<file path="config.mk">
export PLATFORM = sky130hd
export DESIGN_NAME = mctx_fold_cell
export DESIGN_NICKNAME = d
export VERILOG_FILES = /design/src/rtl/mcf_pkg.sv /design/src/rtl/mcf_ctx_store.sv /design/src/rtl/mcf_lut.sv /design/src/rtl/mcf_sequencer.sv /design/src/rtl/mctx_fold_cell.sv
export SDC_FILE = /design/constraint.sdc
export NUM_CORES = 1
export LEC_CHECK = 0
export ABC_AREA = 1
export CAP_MARGIN = 30
export CORE_ASPECT_RATIO = 1.1
export CORE_MARGIN = 3
export CORE_UTILIZATION = 35
export DETAILED_ROUTE_END_ITERATION = 16
export DONT_BUFFER_PORTS = 1
export HOLD_SLACK_MARGIN = 0.12
export PLACE_DENSITY_LB_ADDON = 0.1
export SLEW_MARGIN = 20
export SYNTH_ARGS = -nofsm -noshare
export SYNTH_HDL_FRONTEND = slang
export SYNTH_HIERARCHICAL = 1
export SYNTH_SLANG_ARGS = --single-unit
</file>
<file path="constraint.sdc">
create_clock -name clk -period 1.7 [get_ports clk]
set_input_delay 0.085 -clock clk [delete_from_list [all_inputs] [get_ports clk]]
set_output_delay 0.085 -clock clk [all_outputs]
set_load 0.02 [all_outputs]
</file>
<file path="src/rtl/mcf_pkg.sv">
package mcf_pkg;
    localparam int LUT_IN = 4;
    localparam int TT_W   = 1 << LUT_IN;

    typedef struct packed {
        logic            fb_sel;
        logic            reg_sel;
        logic [TT_W-1:0] tt;
    } ctx_cfg_t;

    typedef enum logic [1:0] {
        ST_HOLD = 2'd0,
        ST_EVAL = 2'd1,
        ST_LAST = 2'd2
    } seq_state_t;
endpackage

</file>
<file path="src/rtl/mcf_ctx_store.sv">
module mcf_ctx_store
    import mcf_pkg::*;
#(
    parameter int NUM_CTX = 16,
    localparam int CTX_W = $clog2(NUM_CTX)
) (
    input  logic             clk,
    input  logic             wr_en,
    input  logic [CTX_W-1:0] wr_idx,
    input  ctx_cfg_t         wr_cfg,
    input  logic [CTX_W-1:0] rd_idx,
    output ctx_cfg_t         rd_cfg
);
    ctx_cfg_t mem [NUM_CTX];

    always_ff @(posedge clk) begin
        if (wr_en && (32'(wr_idx) < NUM_CTX)) begin
            mem[wr_idx] <= wr_cfg;
        end
    end

    assign rd_cfg = mem[rd_idx];
endmodule

</file>
<file path="src/rtl/mcf_lut.sv">
module mcf_lut
    import mcf_pkg::*;
(
    input  ctx_cfg_t          cfg,
    input  logic [LUT_IN-1:0] din,
    input  logic              fb_bit,
    output logic              lut_out
);
    logic [LUT_IN-1:0] addr;

    always_comb begin
        addr = din;
        if (cfg.fb_sel) begin
            addr[LUT_IN-1] = fb_bit;
        end
        lut_out = cfg.tt[addr];
    end
endmodule

</file>
<file path="src/rtl/mcf_sequencer.sv">
module mcf_sequencer
    import mcf_pkg::*;
#(
    parameter int NUM_CTX  = 16,
    parameter int MAX_FOLD = 16,
    localparam int CTX_W = $clog2(NUM_CTX),
    localparam int LVL_W = $clog2(MAX_FOLD + 1),
    localparam int CNT_W = (MAX_FOLD > 1) ? $clog2(MAX_FOLD) : 1
) (
    input  logic             clk,
    input  logic             rst,
    input  logic [LVL_W-1:0] fold_lvl,
    output logic [CTX_W-1:0] ctx_ptr
);
    seq_state_t       state, state_nxt;
    logic [LVL_W-1:0] lvl_q;
    logic [LVL_W-1:0] last_idx;
    logic [CNT_W-1:0] cnt, cnt_nxt;
    logic [CTX_W-1:0] ptr_nxt;
    logic             adv;

    function automatic logic [LVL_W-1:0] clamp_lvl(input logic [LVL_W-1:0] v);
        if (v == '0) return LVL_W'(1);
        if (32'(v) > MAX_FOLD) return LVL_W'(MAX_FOLD);
        return v;
    endfunction

    assign last_idx = lvl_q - LVL_W'(1);

    // state register
    always_ff @(posedge clk) begin
        if (rst) begin
            state   <= ST_HOLD;
            lvl_q   <= clamp_lvl(fold_lvl);
            cnt     <= '0;
            ctx_ptr <= '0;
        end else begin
            state   <= state_nxt;
            cnt     <= cnt_nxt;
            ctx_ptr <= ptr_nxt;
        end
    end

    // next-state and sequencing outputs
    always_comb begin
        adv = 1'b0;
        unique case (state)
            ST_HOLD, ST_EVAL: adv = (LVL_W'(cnt) == last_idx);
            ST_LAST:          adv = 1'b1;
            default:          adv = 1'b0;
        endcase
        cnt_nxt = adv ? '0 : cnt + CNT_W'(1);
        if (adv) begin
            ptr_nxt = (ctx_ptr == CTX_W'(NUM_CTX - 1)) ? '0 : ctx_ptr + CTX_W'(1);
        end else begin
            ptr_nxt = ctx_ptr;
        end
        state_nxt = (LVL_W'(cnt_nxt) == last_idx) ? ST_LAST : ST_EVAL;
    end

    // pointer and count cleared after reset
    a_r1_reset_clear: assert property (@(posedge clk) disable iff (rst)
        $past(rst) |-> (ctx_ptr == '0 && cnt == '0));

    // evaluation count never reaches the level
    a_r6_cnt_below_level: assert property (@(posedge clk) disable iff (rst)
        LVL_W'(cnt) < lvl_q);

    // pointer moves only after a full count
    a_r6_step_after_full: assert property (@(posedge clk) disable iff (rst)
        ($past(!rst) && ctx_ptr != $past(ctx_ptr)) |-> (LVL_W'($past(cnt)) == $past(last_idx)));

    // pointer steps by one and wraps
    a_r7_ptr_wrap: assert property (@(posedge clk) disable iff (rst)
        ($past(!rst) && ctx_ptr != $past(ctx_ptr)) |->
        (ctx_ptr == (($past(ctx_ptr) == CTX_W'(NUM_CTX - 1)) ? '0 : $past(ctx_ptr) + CTX_W'(1))));

    // latched level within 1..MAX_FOLD
    a_r9_level_range: assert property (@(posedge clk) disable iff (rst)
        (lvl_q >= LVL_W'(1) && 32'(lvl_q) <= MAX_FOLD));

    // level does not move outside reset
    a_r8_level_stable: assert property (@(posedge clk) disable iff (rst)
        $past(!rst) |-> $stable(lvl_q));
endmodule

</file>
<file path="src/rtl/mctx_fold_cell.sv">
module mctx_fold_cell
    import mcf_pkg::*;
#(
    parameter int NUM_CTX  = 16,
    parameter int MAX_FOLD = 16,
    localparam int CTX_W = $clog2(NUM_CTX),
    localparam int LVL_W = $clog2(MAX_FOLD + 1)
) (
    input  logic              clk,
    input  logic              rst,
    input  logic [LUT_IN-1:0] din,
    input  logic [LVL_W-1:0]  fold_lvl,
    input  logic              cfg_we,
    input  logic [CTX_W-1:0]  cfg_idx,
    input  logic [TT_W-1:0]   cfg_tt,
    input  logic              cfg_reg,
    input  logic              cfg_fb,
    output logic [CTX_W-1:0]  active_ctx,
    output logic              lut_out,
    output logic              reg_out,
    output logic              sel_out
);
    ctx_cfg_t wr_cfg;
    ctx_cfg_t cur_cfg;

    assign wr_cfg = '{fb_sel: cfg_fb, reg_sel: cfg_reg, tt: cfg_tt};

    mcf_sequencer #(.NUM_CTX(NUM_CTX), .MAX_FOLD(MAX_FOLD)) seq_i (
        .clk     (clk),
        .rst     (rst),
        .fold_lvl(fold_lvl),
        .ctx_ptr (active_ctx)
    );

    mcf_ctx_store #(.NUM_CTX(NUM_CTX)) store_i (
        .clk   (clk),
        .wr_en (cfg_we),
        .wr_idx(cfg_idx),
        .wr_cfg(wr_cfg),
        .rd_idx(active_ctx),
        .rd_cfg(cur_cfg)
    );

    mcf_lut lut_i (
        .cfg    (cur_cfg),
        .din    (din),
        .fb_bit (reg_out),
        .lut_out(lut_out)
    );

    always_ff @(posedge clk) begin
        if (rst) reg_out <= 1'b0;
        else     reg_out <= lut_out;
    end

    assign sel_out = cur_cfg.reg_sel ? reg_out : lut_out;

    // register holds the previous LUT result
    a_r3_capture: assert property (@(posedge clk) disable iff (rst)
        $past(!rst) |-> (reg_out == $past(lut_out)));

    // write to the active context visible next cycle
    a_r10_write_visible: assert property (@(posedge clk) disable iff (rst)
        ($past(!rst) && $past(cfg_we) && $past(cfg_idx) == $past(active_ctx) && $stable(active_ctx))
        |-> (cur_cfg.tt == $past(cfg_tt)));
endmodule

</file>
==> impl_results.md <==
* Result of the run: finished with violations
* Violated checks: negative hold slack, negative setup slack
* Register area share after synthesis at around two thirds
* Antenna violations before repair at 2
* Critical path type: flip-flop to output port
* First-pass GRT wire length at between 50000 and 60000 µm
* Main synth FF type: edfxtp_1
* Hold/Removal Path Class: primary input to flip-flop
* Finished Cell Area at 17390 µm²
* Row count at 75
* Largest net degree at the start of global routing at 40
* Hold Buf Count CTS at 26
* Post-Layout Cell Count at around 2000
* Final Setup Violations at 9
* # clock sinks at roughly 300
* CTS root buffer: clkbuf_16
* Hold_ws at -0.03900 ns
* Pre-antenna DRT Iters at 5
* Final Hold Vio Count at 1
* Synth area leaders: edfxtp_1 (65%), nand2_1 (12%), nand3_1 (8.8%)
* Worst IR Drop VDD at roughly 0.00057 V
* Critical Path AT at between 2 and 2.5 ns
* CTS Buf Count at 35
* Total Routing Usage GR at a little under a fifth
* Syn Area/Cell at between 9 and 10 µm²
* DR vias at 9499
* Core area at ~38000 µm²
* Clock-pin transition on the worst setup and hold timing paths at 0.06 ns
* Yosys top cell area share at roughly 65%
* Final Util at around 45%
* Initial Util at 35.60%
* RSZ-0062 raised after global routing: yes
* Dominant cell type by area after synthesis: edfxtp_1
* Drt wl/cell at 19.08 µm
* Slew margin rel. at ~52%
* Drt initial violations at 600
* Final wirelength at approximately 38000 µm
* Vias per cell at approximately 4.7
* Port bufs at 0
* Post-route ant nets at 0
* CTS H-tree depth at 2
* CP startpoint kind: flip-flop
* Final WS setup at -0.7782 ns
* Max Freq at roughly 400 MHz
* Final Critical Period at between 2 and 2.5 ns
* Fillers at approximately 3600
* Period utilization at 145.8%
* Most frequent CP cell: nand3_2
* Die Footprint at about 41000 µm²
* Clock Path Buffers at 3
* CP Buf/Inv Count at 4
* Cell with the most instances after synthesis: nand2_1
* Fin Clk Skew at approximately 0.0050 ns
* Pwr Total at around 0.018 W
* Most instantiated cells after synthesis: nand2_1 (430), edfxtp_1 (293), inv_1 (253)
* Post-synthesis instance total at about 1400
* Max-cap violations at 0
* Share of post-route cells with drive strength above 1 at between 10% and 20%
* I/O pin cnt at 41
* Total negative slack at -2.480 ns
* Critical path required time at ~1.6 ns
* Crit path max fanout at 5
* Nets at around 1500
* Ys async rst share at 0%
* LEAKAGE at between 7 and 8 nW
* Die width at ~190 µm
* CP max stage delay at approximately 0.45 ns
* Crit end category: output port
* Placed Instance Area at approximately 15000 µm²
* Worst Tran Pin Value at between 0.7 and 0.8 ns
* Remaining DRCs at 0
* R2r setup slk at -0.27 ns
* Crit-path cells: clkinv_8 > buf_12 > clkbuf_16 > nand2_2 > nand3_2 > nand3_2 > nand3_1 > nand2_1 > inv_2 > nand2_2 > nand3_2 > nand3_2 > nand3b_1 > nand2_4 > nand2_4 > nand2_4
* Hpwl dp at 20660 µm
* Ys Warns at 6
* Top Family by Delay on Critical Path: simple AND/OR/NAND/NOR gates
* Area grow syn2layout at 27.56%
* Routability congestion estimate at around 0.76
* Pwr dens at 1026 nW/µm²
* Final slew viol count at 0
* CTS tree: built
* Post-synth cell types at 34
* Synthesized area at approximately 14000 µm²
* Placed cells at roughly 1900
* FF+latch count, synth at between 300 and 400
* Post-Syn Nets at 1411
* Skew-Pair Late Insertion Delay at around 0.52 ns
* Number of global-route vias before repair at 9051
* DIE HEIGHT at between 200 and 250 µm
* Critical path's slowest cell: dfxtp_4
* Number of synthesized flops with an enable pin at 293
* Grt ovf at 0
## layout by cell type (no fill, tap or decap), drive strengths merged, types with 2 or more instances in the layout
cell type / instances
nand3b: 3
ha: 5
dlygate4sd3: 25
nand4: 5
xor2: 3
buf: 93
o21ai: 4
nor2: 34
nand2: 438
inv: 265
or2: 2
clkinv: 16
edfxtp: 293
nand3: 243
clkbuf: 53
a21oi: 3
dfxtp: 11
bufinv: 4
## power by group
part           internal [W]  total [W]  switching, W
Clock               0.00455    0.00745       0.00290
Combinational      0.000821    0.00194       0.00112
Sequential          0.00839    0.00845     0.0000658
Total                0.0138     0.0178       0.00409
## cell type report
type | count | area, µm² | area share, %
antenna | 1 | 2.502 | 0.01439
clock buffer | 43 | 948.4 | 5.455
clock inverter | 17 | 177.7 | 1.022
inverter | 267 | 1027 | 5.908
multi-input combinational | 743 | 3695 | 21.25
sequential | 304 | 9029 | 51.93
tap | 500 | 625.6 | 3.598
timing repair buffer | 129 | 1871 | 10.76
timing repair inverter | 1 | 11.26 | 0.06477
## worst paths after layout
path	end	depth (start not counted)	from
max	sel_out	16	seq_i/ctx_ptr[0]
min	reg_out	5	din[2]
max reg2reg	reg_out	17	seq_i/ctx_ptr[0]
min reg2reg	seq_i/cnt[0]	4	seq_i/cnt[0]
## tightest hold or removal path, delay by kind of cell
kind,cells,cell delay [ns]
AND/OR/NAND/NOR,4,0.27
buffers and inverters,1,0.08
## metal layers
layer | track usage [%] | routed length (µm)
met2 | 29.22 | 17770
met1 | 26.14 | 18080
met5 | 0 | 13
met3 | 2.635 | 1743
met4 | 4.557 | 663
## registers in the layout, indices dropped and copies added, names as in the netlist
signal / cells
reg_out: 1
seq_i/cnt: 4
seq_i/ctx_ptr: 4
seq_i/lvl_q: 5
seq_i/state: 2
store_i/mem: 288
## cell families (layout without fill, tap and decap cells)
family,Yosys count,count (layout),synth area share [%]
AOI/OAI and AO/OA,8,8,0.3396
other,0,1,0
DFF,304,304,66.16
adders and majority gates,5,5,0.4590
xor gates and xnor gates,3,3,0.1928
and+or+nand+nor,727,727,23.00
buffers and inverters,325,457,9.840
## stage by stage
| step | hold slack [ns] | setup slack [ns] |
|---|---|---|
| after floorplan | 0.1519 | -0.1372 |
| after global placement | 0.1541 | -0.2897 |
| final | -0.03900 | -0.7782 |
| after global routing | -0.04704 | -0.8963 |
| after CTS | -0.05023 | -0.7966 |
| after detailed placement | 0.1549 | -0.2687 |
## timing repair
action | CTS | global route
setup buffers | 5 | 9
endpoints found under the hold margin | 309 | 1
resized for setup | 17 | 112
pin swaps | 14 | 59
endpoints found under the setup margin | 7 | 13
gates cloned | 3 | 13
(Power assumes the default switching activity.)
